<file path="src/rtl/cq_pkg.sv">
package cq_pkg;

  parameter int CQ_PRIO_W = 2;
  parameter int CQ_QID_W  = 8;

  typedef struct packed {
    logic [CQ_PRIO_W-1:0] prio;
    logic [CQ_QID_W-1:0]  qid;
  } cq_desc_t;

endpackage

</file>
<file path="src/rtl/cq_lowest_one.sv">
module cq_lowest_one #(
  parameter  int W  = 8,
  localparam int IW = (W > 1) ? $clog2(W) : 1
) (
  input  logic [W-1:0]  vec,
  output logic          found,
  output logic [IW-1:0] idx
);

  always_comb begin
    found = |vec;
    idx   = '0;
    for (int i = W - 1; i >= 0; i--) begin
      if (vec[i]) idx = IW'(i);
    end
  end

endmodule

</file>
<file path="src/rtl/cq_order_buf.sv">
module cq_order_buf
  import cq_pkg::*;
#(
  parameter  int DEPTH = 16,
  localparam int IDX_W = $clog2(DEPTH),
  localparam int CNT_W = $clog2(DEPTH + 1)
) (
  input  logic                clk,
  input  logic                rst_n,
  input  logic                push,
  input  cq_desc_t            push_desc,
  input  logic                pop,
  output logic                ready,
  output logic                head_valid,
  output logic [CQ_QID_W-1:0] head_qid
);

  // entries kept packed toward index 0, oldest at 0
  cq_desc_t             ent_q [DEPTH];
  cq_desc_t             ent_d [DEPTH];
  logic [CNT_W-1:0]     cnt_q, cnt_d, cnt_after;
  logic                 ent_en;

  logic [IDX_W-1:0]     sel_idx;
  logic [CQ_PRIO_W-1:0] sel_prio;
  logic                 sel_found;

  // highest priority wins; scanning downward with >= leaves the oldest
  always_comb begin
    sel_idx   = '0;
    sel_prio  = '0;
    sel_found = 1'b0;
    for (int i = DEPTH - 1; i >= 0; i--) begin
      if (CNT_W'(i) < cnt_q && (!sel_found || ent_q[i].prio >= sel_prio)) begin
        sel_found = 1'b1;
        sel_prio  = ent_q[i].prio;
        sel_idx   = IDX_W'(i);
      end
    end
  end

  assign head_valid = (cnt_q != '0);
  assign head_qid   = ent_q[sel_idx].qid;
  assign ready      = (cnt_q < CNT_W'(DEPTH));
  assign ent_en     = push | pop;

  always_comb begin
    ent_d = ent_q;
    if (pop) begin
      for (int i = 0; i < DEPTH - 1; i++) begin
        if (i >= int'(sel_idx)) ent_d[i] = ent_q[i+1];
      end
    end
    cnt_after = cnt_q - CNT_W'(pop);
    if (push) ent_d[cnt_after[IDX_W-1:0]] = push_desc;
    cnt_d = cnt_after + CNT_W'(push);
  end

  always_ff @(posedge clk or negedge rst_n) begin
    if (!rst_n)      cnt_q <= '0;
    else if (ent_en) cnt_q <= cnt_d;
  end

  always_ff @(posedge clk) begin
    if (ent_en) ent_q <= ent_d;
  end

  // occupancy never exceeds the buffer depth
  a_r6_no_overflow: assert property (@(posedge clk) disable iff (!rst_n)
    cnt_q <= CNT_W'(DEPTH));

  // the parent only pushes while space is reported
  a_r6_push_needs_room: assert property (@(posedge clk) disable iff (!rst_n)
    push |-> ready);

  // the parent only pops a present entry
  a_r3_pop_needs_entry: assert property (@(posedge clk) disable iff (!rst_n)
    pop |-> head_valid);

endmodule

</file>
<file path="src/rtl/cq_slot_map.sv">
module cq_slot_map #(
  parameter  int NUM_ENG = 8,
  parameter  int SLOTS   = 8,
  localparam int ENG_W   = $clog2(NUM_ENG),
  localparam int SLOT_W  = $clog2(SLOTS),
  localparam int TOTAL   = NUM_ENG * SLOTS,
  localparam int FLAT_W  = ENG_W + SLOT_W
) (
  input  logic                      clk,
  input  logic                      rst_n,
  input  logic                      claim,
  input  logic [NUM_ENG-1:0]        rel_valid,
  input  logic [NUM_ENG*SLOT_W-1:0] rel_slot,
  output logic                      any_free,
  output logic [ENG_W-1:0]          tgt_eng,
  output logic [SLOT_W-1:0]         tgt_slot
);

  logic [TOTAL-1:0]   busy_q, busy_d;
  logic               busy_en;
  logic [NUM_ENG-1:0] eng_has;
  logic [SLOT_W-1:0]  eng_slot [NUM_ENG];
  logic [FLAT_W-1:0]  tgt_flat;

  for (genvar e = 0; e < NUM_ENG; e++) begin : g_eng
    cq_lowest_one #(.W(SLOTS)) u_free (
      .vec   (~busy_q[e*SLOTS +: SLOTS]),
      .found (eng_has[e]),
      .idx   (eng_slot[e])
    );

    // a release of an occupied slot frees it for the next cycle
    a_r8_release_frees: assert property (@(posedge clk) disable iff (!rst_n)
      (rel_valid[e] && busy_q[{ENG_W'(e), rel_slot[e*SLOT_W +: SLOT_W]}])
      |=> !busy_q[{ENG_W'(e), $past(rel_slot[e*SLOT_W +: SLOT_W])}]);
  end

  cq_lowest_one #(.W(NUM_ENG)) u_eng (
    .vec   (eng_has),
    .found (any_free),
    .idx   (tgt_eng)
  );

  assign tgt_slot = eng_slot[tgt_eng];
  assign tgt_flat = {tgt_eng, tgt_slot};
  assign busy_en  = claim | (|rel_valid);

  always_comb begin
    busy_d = busy_q;
    for (int e = 0; e < NUM_ENG; e++) begin
      if (rel_valid[e]) busy_d[{ENG_W'(e), rel_slot[e*SLOT_W +: SLOT_W]}] = 1'b0;
    end
    if (claim) busy_d[tgt_flat] = 1'b1;
  end

  always_ff @(posedge clk or negedge rst_n) begin
    if (!rst_n)       busy_q <= '0;
    else if (busy_en) busy_q <= busy_d;
  end

  // a claim is only made when a slot is free
  a_r2_claim_needs_free: assert property (@(posedge clk) disable iff (!rst_n)
    claim |-> any_free);

  // the claimed slot is occupied afterwards
  a_r2_claim_occupies: assert property (@(posedge clk) disable iff (!rst_n)
    claim |=> busy_q[$past(tgt_flat)]);

endmodule

</file>
<file path="src/rtl/cq_assign_sched.sv">
module cq_assign_sched
  import cq_pkg::*;
#(
  parameter  int NUM_ENG = 8,
  parameter  int SLOTS   = 8,
  parameter  int DEPTH   = 16,
  localparam int ENG_W   = $clog2(NUM_ENG),
  localparam int SLOT_W  = $clog2(SLOTS)
) (
  input  logic                      clk,
  input  logic                      rst_n,
  input  logic                      sub_valid,
  output logic                      sub_ready,
  input  logic [CQ_PRIO_W-1:0]      sub_prio,
  input  logic [CQ_QID_W-1:0]       sub_qid,
  input  logic [NUM_ENG-1:0]        rel_valid,
  input  logic [NUM_ENG*SLOT_W-1:0] rel_slot,
  output logic                      asg_valid,
  output logic [CQ_QID_W-1:0]       asg_qid,
  output logic [ENG_W-1:0]          asg_eng,
  output logic [SLOT_W-1:0]         asg_slot
);

  logic     push, pop;
  logic     head_valid;
  logic     any_free;
  cq_desc_t new_desc;

  assign new_desc  = '{prio: sub_prio, qid: sub_qid};
  assign push      = sub_valid & sub_ready;
  assign pop       = head_valid & any_free;
  assign asg_valid = pop;

  cq_order_buf #(.DEPTH(DEPTH)) u_buf (
    .clk        (clk),
    .rst_n      (rst_n),
    .push       (push),
    .push_desc  (new_desc),
    .pop        (pop),
    .ready      (sub_ready),
    .head_valid (head_valid),
    .head_qid   (asg_qid)
  );

  cq_slot_map #(.NUM_ENG(NUM_ENG), .SLOTS(SLOTS)) u_map (
    .clk       (clk),
    .rst_n     (rst_n),
    .claim     (pop),
    .rel_valid (rel_valid),
    .rel_slot  (rel_slot),
    .any_free  (any_free),
    .tgt_eng   (asg_eng),
    .tgt_slot  (asg_slot)
  );

  // a lone accepted queue with a slot free is assigned the next cycle
  a_r3_next_cycle: assert property (@(posedge clk) disable iff (!rst_n)
    (push && !head_valid && any_free) |=> asg_valid);

  // with every slot taken and nothing released, nothing is assigned
  a_r2_hold_when_full: assert property (@(posedge clk) disable iff (!rst_n)
    (!any_free && rel_valid == '0) |=> !asg_valid);

endmodule

</file>
<file path="config.mk">
export PLATFORM = sky130hd
export DESIGN_NAME = cq_assign_sched
export DESIGN_NICKNAME = d
export VERILOG_FILES = /design/src/rtl/cq_pkg.sv /design/src/rtl/cq_lowest_one.sv /design/src/rtl/cq_order_buf.sv /design/src/rtl/cq_slot_map.sv /design/src/rtl/cq_assign_sched.sv
export SDC_FILE = /design/constraint.sdc
export NUM_CORES = 1
export LEC_CHECK = 0
export BUFFER_PORTS_ARGS = -buffer_cell sky130_fd_sc_hd__buf_4
export CORE_ASPECT_RATIO = 1.5
export CORE_MARGIN = 5
export CORE_UTILIZATION = 35
export CTS_CLUSTER_DIAMETER = 200
export DETAILED_ROUTE_END_ITERATION = 7
export GPL_TIMING_DRIVEN = 0
export HOLD_SLACK_MARGIN = 0.1
export PLACE_DENSITY = 0.52
export SLEW_MARGIN = 15
export SYNTH_ARGS = -nofsm -noshare
export SYNTH_HDL_FRONTEND = slang
export SYNTH_HIERARCHICAL = 1
export SYNTH_SLANG_ARGS = --single-unit
</file>
<file path="constraint.sdc">
create_clock -name clk -period 66.4 [get_ports clk]
set_input_delay 13.28 -clock clk [delete_from_list [all_inputs] [get_ports clk]]
set_output_delay 13.28 -clock clk [all_outputs]
set_load 0.03 [all_outputs]
</file>
==> results of run 1 <==
==> per-stage QoR <==
stage | cells | hold slack, ps | setup WS [ps] | instance area [µm²] | utilization
finish | 2497 | 498 | 27380 | 18600 | 0.400
global placement | 2446 | 482 | 28390 | 17700 | 0.379
detailed placement | 2448 | 483 | 28310 | 17700 | 0.380
global route | 2497 | 538 | 26020 | 18600 | 0.400
floorplan | 1792 | 464 | 33040 | 16500 | -
CTS | 2497 | 497 | 27620 | 18600 | 0.400
==> worst min-delay path, stage by stage, from the launching register on <==
cell     delay (ps)
dfrtp_1         340
o31ai_1          70
o31ai_1          50
==> registers in the layout, summed over array words and instances, names as in the netlist, named ones only <==
signal,flops
u_buf/cnt_q,5
u_map/busy_q,64
u_buf/ent_q,150
==> layout make-up <==
cell class	instances	share of cell area
buffer	107	0.0306
clock inverter	14	0.0105
inverter	122	0.0250
timing repair buffer	62	0.0260
clock buffer	35	0.0395
sequential	229	0.350
multi-input combinational	1334	0.478
tap	594	0.0399
==> cells by family after synthesis <==
family / synth area share
flops: 0.397
xor+xnor: 0.00372
fa+ha+maj: 0.0236
mux: 0.108
compound gates: 0.236
buf+inv: 0.0625
simple gates: 0.169
==> cell usage in the layout, fill, tap and decap left out, types with 20 or more instances in the layout <==
| cell | netlist | routed |
|---|---|---|
| mux2_2 | 36 | 36 |
| nand2b_1 | 49 | 49 |
| a21oi_1 | 108 | 108 |
| and2_1 | 20 | 20 |
| buf_2 | 27 | 27 |
| buf_4 | 10 | 71 |
| ha_1 | 31 | 31 |
| clkbuf_1 | 56 | 61 |
| edfxtp_1 | 160 | 160 |
| nor3_1 | 39 | 38 |
| o21ai_0 | 142 | 142 |
| inv_1 | 118 | 117 |
| nand2_1 | 167 | 167 |
| dfrtp_1 | 69 | 69 |
| a31oi_1 | 25 | 25 |
| nand3_1 | 30 | 30 |
| o31ai_1 | 21 | 21 |
| nor2_1 | 185 | 185 |
| o22ai_1 | 21 | 21 |
| o32ai_1 | 24 | 24 |
| mux2i_1 | 130 | 130 |
| clkbuf_16 | 0 | 27 |
==> synthesized netlist by cell type (11+ instances only) <==
library cell  instances  share of area
nor2_1              185          0.042
nand2_1             167          0.038
edfxtp_1            160           0.29
o21ai_0             142          0.043
mux2i_1             130          0.079
inv_1               118          0.027
a21oi_1             108          0.033
dfrtp_1              69           0.10
clkbuf_1             56          0.013
nand2b_1             49          0.019
nor3_1               39          0.012
mux2_2               36          0.025
ha_1                 31          0.024
nand3_1              30         0.0091
buf_2                27         0.0082
a31oi_1              25         0.0095
o32ai_1              24          0.013
o22ai_1              21         0.0080
o31ai_1              21         0.0096
and2_1               20         0.0076
o21a_1               19         0.0087
o21ai_1              18         0.0055
o31ai_2              17          0.013
or3_1                16         0.0061
a21boi_0             14         0.0064
buf_6                13         0.0089
nor2b_1              12         0.0046
o32ai_2              12          0.012
a221o_1              11         0.0067
o21bai_1             11         0.0050
==> worst max-delay path by stage <==
| stage | to | slack [ps] | depth (start not counted) |
|---|---|---|---|
| after floorplan | asg_qid[3] | 33040 | 101 |
| after global placement | asg_qid[3] | 28390 | 102 |
| after detailed placement | asg_qid[3] | 28310 | 102 |
| after CTS | asg_qid[3] | 27620 | 102 |
| after global routing | asg_qid[3] | 26020 | 101 |
| final | asg_qid[3] | 27380 | 102 |
==> per-layer routing <==
metal	track usage	vias to the layer above
li1	-	6802
met1	0.230	7060
met2	0.431	477
met3	0.0223	138
met4	0.113	0
met5	0	-
==> summary.md, run 1 <==
| Metric | Value |
|---|---|
| Status | `completed` |
| Ant. Diodes | `0` |
| Fin crit share | `0.588` |
| Reg2reg path depth | `around 100` |
| Seq/Total Area, Yosys | `0.397` |
| Hold WC Path Type | `register to register` |
| Sink Count | `229` |
| 1st-iter DRT viols | `987` |
| Minimum clock period | `roughly 39,000 ps` |
| Register bit count reported by yosys | `229` |
| Ys Warns | `6` |
| DR vias/cell | `5.80` |
| Fillers | `4,749` |
| Post-CTS setup buffers | `0` |
| Initial Utilization | `0.353` |
| Top cell family by delay on the critical path | `compound AO/OA/AOI/OAI gates` |
| F_max | `0.0256 GHz` |
| Antenna Nets Post-Route | `0` |
| Slowest stage cell, crit path | `a2111oi_1` |
| Critical Path Fanout Max | `10` |
| # resized after CTS | `0` |
| FP Rows | `just under 100` |
| R2R Setup Slk | `41,260 ps` |
| Final Hold Vio Count | `0` |
| Worst reg2reg startpoint | `u_buf/cnt_q[4]$_DFFE_PN0N_` |
| Share of layout cells above drive strength 1 | `0.143` |
| Most used DFF post-synth | `edfxtp_1` |
| Core area | `46,600 µm²` |
| Clock-pin slew on the worst setup and hold paths | `about 60 ps` |
| Post-synth net total | `1,868` |
| Nets | `1,959` |
| GPL Wtd Cong | `0.903` |
| Slowest cell delay on critical path | `roughly 1100 ps` |
| Mapped Cells | `1,792` |
| First-pass GRT wire length | `88.2 mm` |
| Worst setup SP type | `register` |
| Die Wd | `187 µm` |
| DR vias | `14,477` |
| Residual DRC count | `0` |
| Clk_lat worst skew | `roughly 560 ps` |
| Fraction of registers with async set/reset | `0.301` |
| Total routed wirelength | `59.0 mm` |
| Num CTS Buffers | `27` |
| Total track usage | `0.220` |
| Pin count of the biggest net entering global routing | `106` |
| RSZ-0062 raised after global routing | `false` |
| Synth Area per Inst | `9.19 µm²` |
| Port bufs | `60` |
| Initial antenna violation count | `0` |
| Hold Crit Start | `u_map/busy_q[15]$_DFFE_PN0P_` |
| Ports | `61` |
| Tightest Pin Transition | `between 1000 and 1500 ps` |
| Worst EP required | `53,120 ps` |
| EDFF count, synth | `160` |
| Crit Path Class | `register to output pin` |
| Total gr overflow | `0` |
| Post-DP HPWL | `44.6 mm` |
| Slew headroom | `0.199` |
| Routed length on met2 | `roughly 32 mm` |
| Crit end category | `output pin` |
| Setup skew after layout | `between 15 and 20 ps` |
| 1st-pass router iterations | `6` |
| Final setup TNS | `0 ps` |
| WP buf/inv | `7` |
| CP dominant cell by count | `ha_1` |
| H-tree depth | `1` |
| Final-report setup violation count | `0` |
| Met3 Wirelength | `2.28 mm` |
| Register area | `6530 µm²` |
| Met1 wire length | `21.5 mm` |
| Vias in the first global route | `14,678` |
| Total die area | `51,600 µm²` |
| MaxCap Viol Count | `0` |
| CTS tree | `built` |
| CTS Buffer Depth | `3` |
| Cell Area, Synth | `16,500 µm²` |
| CP arrival | `25,740 ps` |
| Top sig layer | `met4` |
| WHS Path Cells | `2` |
| Cell variety after synth | `95` |
| Max-slew violation count | `0` |
| RR Endpoint | `u_buf/ent_q[10]$_DFFE_PN_` |
| Avg WL per Cell | `23.6 µm` |
| Multi-input logic area | `8920 µm²` |
| Die Ht | `276 µm` |
| Worst Setup SP | `u_buf/cnt_q[4]$_DFFE_PN0N_` |
| Area Overhead vs Synth | `13.2%` |
| Hold_buf cts | `0` |
| Worst hold path endpoint | `u_map/busy_q[15]$_DFFE_PN0P_` |
| Root Buffer | `clkbuf_16` |
Power of run 1 is not shown: default switching activity piles up to over one toggle a cycle in this logic, so the estimate is an artifact.
==> run 2: changes to the inputs <==
--- a/config.mk
+++ b/config.mk
@@ -5,6 +5,7 @@
 export SDC_FILE = /design/constraint.sdc
 export NUM_CORES = 1
 export LEC_CHECK = 0
+export ABC_AREA = 1
 export BUFFER_PORTS_ARGS = -buffer_cell sky130_fd_sc_hd__buf_4
 export CORE_ASPECT_RATIO = 1.5
 export CORE_MARGIN = 5
@@ -13,7 +14,7 @@
 export DETAILED_ROUTE_END_ITERATION = 7
 export GPL_TIMING_DRIVEN = 0
 export HOLD_SLACK_MARGIN = 0.1
-export PLACE_DENSITY = 0.52
+export PLACE_DENSITY = 0.54
 export SLEW_MARGIN = 15
 export SYNTH_ARGS = -nofsm -noshare
 export SYNTH_HDL_FRONTEND = slang
==> constraint.sdc (replaced) <==
create_clock -name clk -period 32.7 [get_ports clk]
set_input_delay 6.54 -clock clk [delete_from_list [all_inputs] [get_ports clk]]
set_output_delay 6.54 -clock clk [all_outputs]
set_load 0.03 [all_outputs]
==> run 2 against run 1 <==
Compared with the run above:
- worst setup slack got worse by 19000 ps
- via count rose by 12%
- largest cell class unchanged
- critical path type unchanged
- critical path depth rose by 11
- hold slack improved by 6.2 ps
- final cell count rose by 24%
- synthesized cell count rose by 33%
- cell area rose by 2.1%
- global-route usage rose by 0.060 points
- wire length rose by 1.4%
- synthesized area rose by 3.0%
- sequential share of layout area fell by 0.72 points
==> summary.md, run 2 <==
| Metric | Value |
|---|---|
| Final Hold Vio Count | `0` |
| MaxCap Viol Count | `0` |
| Die Wd | `190 µm` |
| Nets | `roughly 2,500` |
| Worst setup SP type | `register` |
| EDFF count, synth | `160` |
| Avg WL per Cell | `about 19 µm` |
| Vias in the first global route | `16,210` |
| Max-slew violation count | `0` |
| Area Overhead vs Synth | `12.2%` |
| R2R Setup Slk | `14,880 ps` |
| Pin count of the biggest net entering global routing | `90` |
| Total die area | `53,100 µm²` |
| Final setup TNS | `0 ps` |
| Most used DFF post-synth | `edfxtp_1` |
| CTS tree | `built` |
| Most numerous cell in the Yosys netlist | `nand2_1` |
| Cell Area, Synth | `17,000 µm²` |
| CP arrival | `18,130 ps` |
| Antenna Nets Post-Route | `0` |
| Mapped Cells | `2,378` |
| Root Buffer | `clkbuf_16` |
| Reg2reg path depth | `approximately 110` |
| H-tree depth | `1` |
| DR vias | `between 15,000 and 20,000` |
| # resized after CTS | `0` |
| Commonest cells after routing, fill and taps aside | `591 x nand2_1, 456 x inv_1, 256 x nand3_1, 193 x o21ai_0, 160 x edfxtp_1` |
| Slowest cell delay on critical path | `roughly 650 ps` |
| Register bit count reported by yosys | `between 200 and 250` |
| Post-synth top cells | `591 x nand2_1, 457 x inv_1, 256 x nand3_1, 193 x o21ai_0, 160 x edfxtp_1` |
| Hold WC Path Type | `register to register` |
| CP dominant cell by count | `nand2_1` |
| Total gr overflow | `0` |
| Core area | `47,800 µm²` |
| Yosys top cell area share | `0.283` |
| Minimum clock period | `24,670 ps` |
| Cell variety after synth | `53` |
| Ys Warns | `6` |
| Synth area leaders | `edfxtp_1 28%, nand2_1 13%, dfrtp_1 10%, inv_1 10%, nand3_1 7.6%` |
| Initial Utilization | `0.355` |
| Ports | `61` |
| Max reg flops | `150` |
| Top Registers | `u_buf/ent_q (150), u_map/busy_q (64), u_buf/cnt_q (5)` |
| DR vias/cell | `5.24` |
| F_max | `0.0405 GHz` |
| Port bufs | `60` |
| Clock-pin slew on the worst setup and hold paths | `60 ps` |
| Share of layout cells above drive strength 1 | `0.111` |
| Setup skew after layout | `18.4 ps` |
| Post-DP HPWL | `45.8 mm` |
| FP Rows | `between 90 and 100` |
| Status | `completed` |
| 1st-iter DRT viols | `1,230` |
| RSZ-0062 raised after global routing | `false` |
| Crit Path Class | `register to output pin` |
| Fin crit share | `0.754` |
| Worst reg2reg startpoint | `u_buf/cnt_q[4]$_DFFE_PN0N_` |
| Largest Register | `u_buf/ent_q` |
| Sink Count | `roughly 230` |
| Worst Setup SP | `u_buf/cnt_q[4]$_DFFE_PN0N_` |
| Final-report setup violation count | `0` |
| First-pass GRT wire length | `between 90 and 100 mm` |
| Fraction of registers with async set/reset | `0.301` |
| Num CTS Buffers | `28` |
| RR Endpoint | `u_buf/ent_q[50]$_DFFE_PN_` |
| Ant. Diodes | `0` |
| Yosys top cell by area | `edfxtp_1` |
| 1st-pass router iterations | `6` |
| GPL Wtd Cong | `0.962` |
| Slowest stage cell, crit path | `o31ai_1` |
| Hold_buf cts | `0` |
| Worst EP required | `26,160 ps` |
| Most common library cell in the layout ignoring fill and taps | `nand2_1` |
| CTS Buffer Depth | `3` |
| Die Ht | `280 µm` |
| Post-synth net total | `2,454` |
| Total routed wirelength | `59.8 mm` |
| Total track usage | `0.220` |
| Post-CTS setup buffers | `0` |
| CP Capture Point | `asg_qid[7]` |
| Seq/Total Area, Yosys | `0.385` |
| Synth Area per Inst | `7.13 µm²` |
| Crit end category | `output pin` |
| Initial antenna violation count | `0` |
| Slew headroom | `0.221` |
| Critical Path Fanout Max | `10` |
| Clk_lat worst skew | `between 500 and 600 ps` |
| Tightest Pin Transition | `1160 ps` |
| Residual DRC count | `0` |
run 2: changes by cell type after synthesis, moves of 25 or more:
cell,delta
inv_1,+339
mux2_2,-36
mux2i_1,-130
nand2_1,+424
nand2_2,+25
nand2b_1,-49
nand3_1,+226
nand4_1,+42
nor2_1,-82
nor3_1,-34
o21ai_0,+51
o21ai_1,+35
run 2: worst max-delay path, delay by kind of cell (launching register included):
kind            cells  cell delay, ps
compound gates     25            4950
fa+ha+maj          15            4010
buf+inv            16            1600
flops               1             370
simple gates       57            6630
run 2: metal layers:
layer | routed length (µm) | track usage
met1 | 22500 | 0.243
met2 | 30800 | 0.409
met3 | 2780 | 0.0229
met4 | 3710 | 0.122
met5 | 0 | 0
run 2: layout make-up:
type	instances	area (µm²)
fillers	5020	28800
inverters	472	1780
plain buffers	103	657
clock inverters	15	92.6
well taps	600	751
multi-input cells	1574	8000
flip-flops and latches	229	6530
clock buffers	35	748
repair buffers	61	478
run 2: metrics by stage:
step                cell area (µm²)  hold WS (ps)  setup WS, ps  cells  utilization
CTS                           19000           508          8020   3089        0.398
global route                  19000           532          6240   3089        0.398
detailed placement            18200           492          8750   3039        0.381
finish                        19000           504          8030   3089        0.398
global placement              18200           487          8990   3038        0.380
floorplan                     17000           469         11610   2378            -
run 2: cells by family after synthesis:
| group | count (synthesis) | synth area share |
|---|---|---|
| compound gates | 426 | 0.137 |
| fa+ha+maj | 31 | 0.0229 |
| simple gates | 1113 | 0.310 |
| xor+xnor | 4 | 0.00207 |
| buf+inv | 575 | 0.143 |
| flops | 229 | 0.385 |
run 2: how the worst min path moves through the flow:
stage / cells after the start / slack [ps] / endpoint / startpoint
6_report: 2 / 500 / u_map/busy_q[62]$_DFFE_PN0P_ / u_map/busy_q[62]$_DFFE_PN0P_
5_1_grt: 2 / 530 / u_map/busy_q[27]$_DFFE_PN0P_ / u_map/busy_q[27]$_DFFE_PN0P_
4_1_cts: 2 / 510 / u_map/busy_q[15]$_DFFE_PN0P_ / u_map/busy_q[15]$_DFFE_PN0P_
3_5_place_dp: 2 / 490 / u_map/busy_q[60]$_DFFE_PN0P_ / u_map/busy_q[60]$_DFFE_PN0P_
3_3_place_gp: 2 / 490 / u_map/busy_q[10]$_DFFE_PN0P_ / u_map/busy_q[10]$_DFFE_PN0P_
2_1_floorplan: 2 / 470 / u_map/busy_q[20]$_DFFE_PN0P_ / u_map/busy_q[20]$_DFFE_PN0P_
Power of run 2 is left out for the same reason.
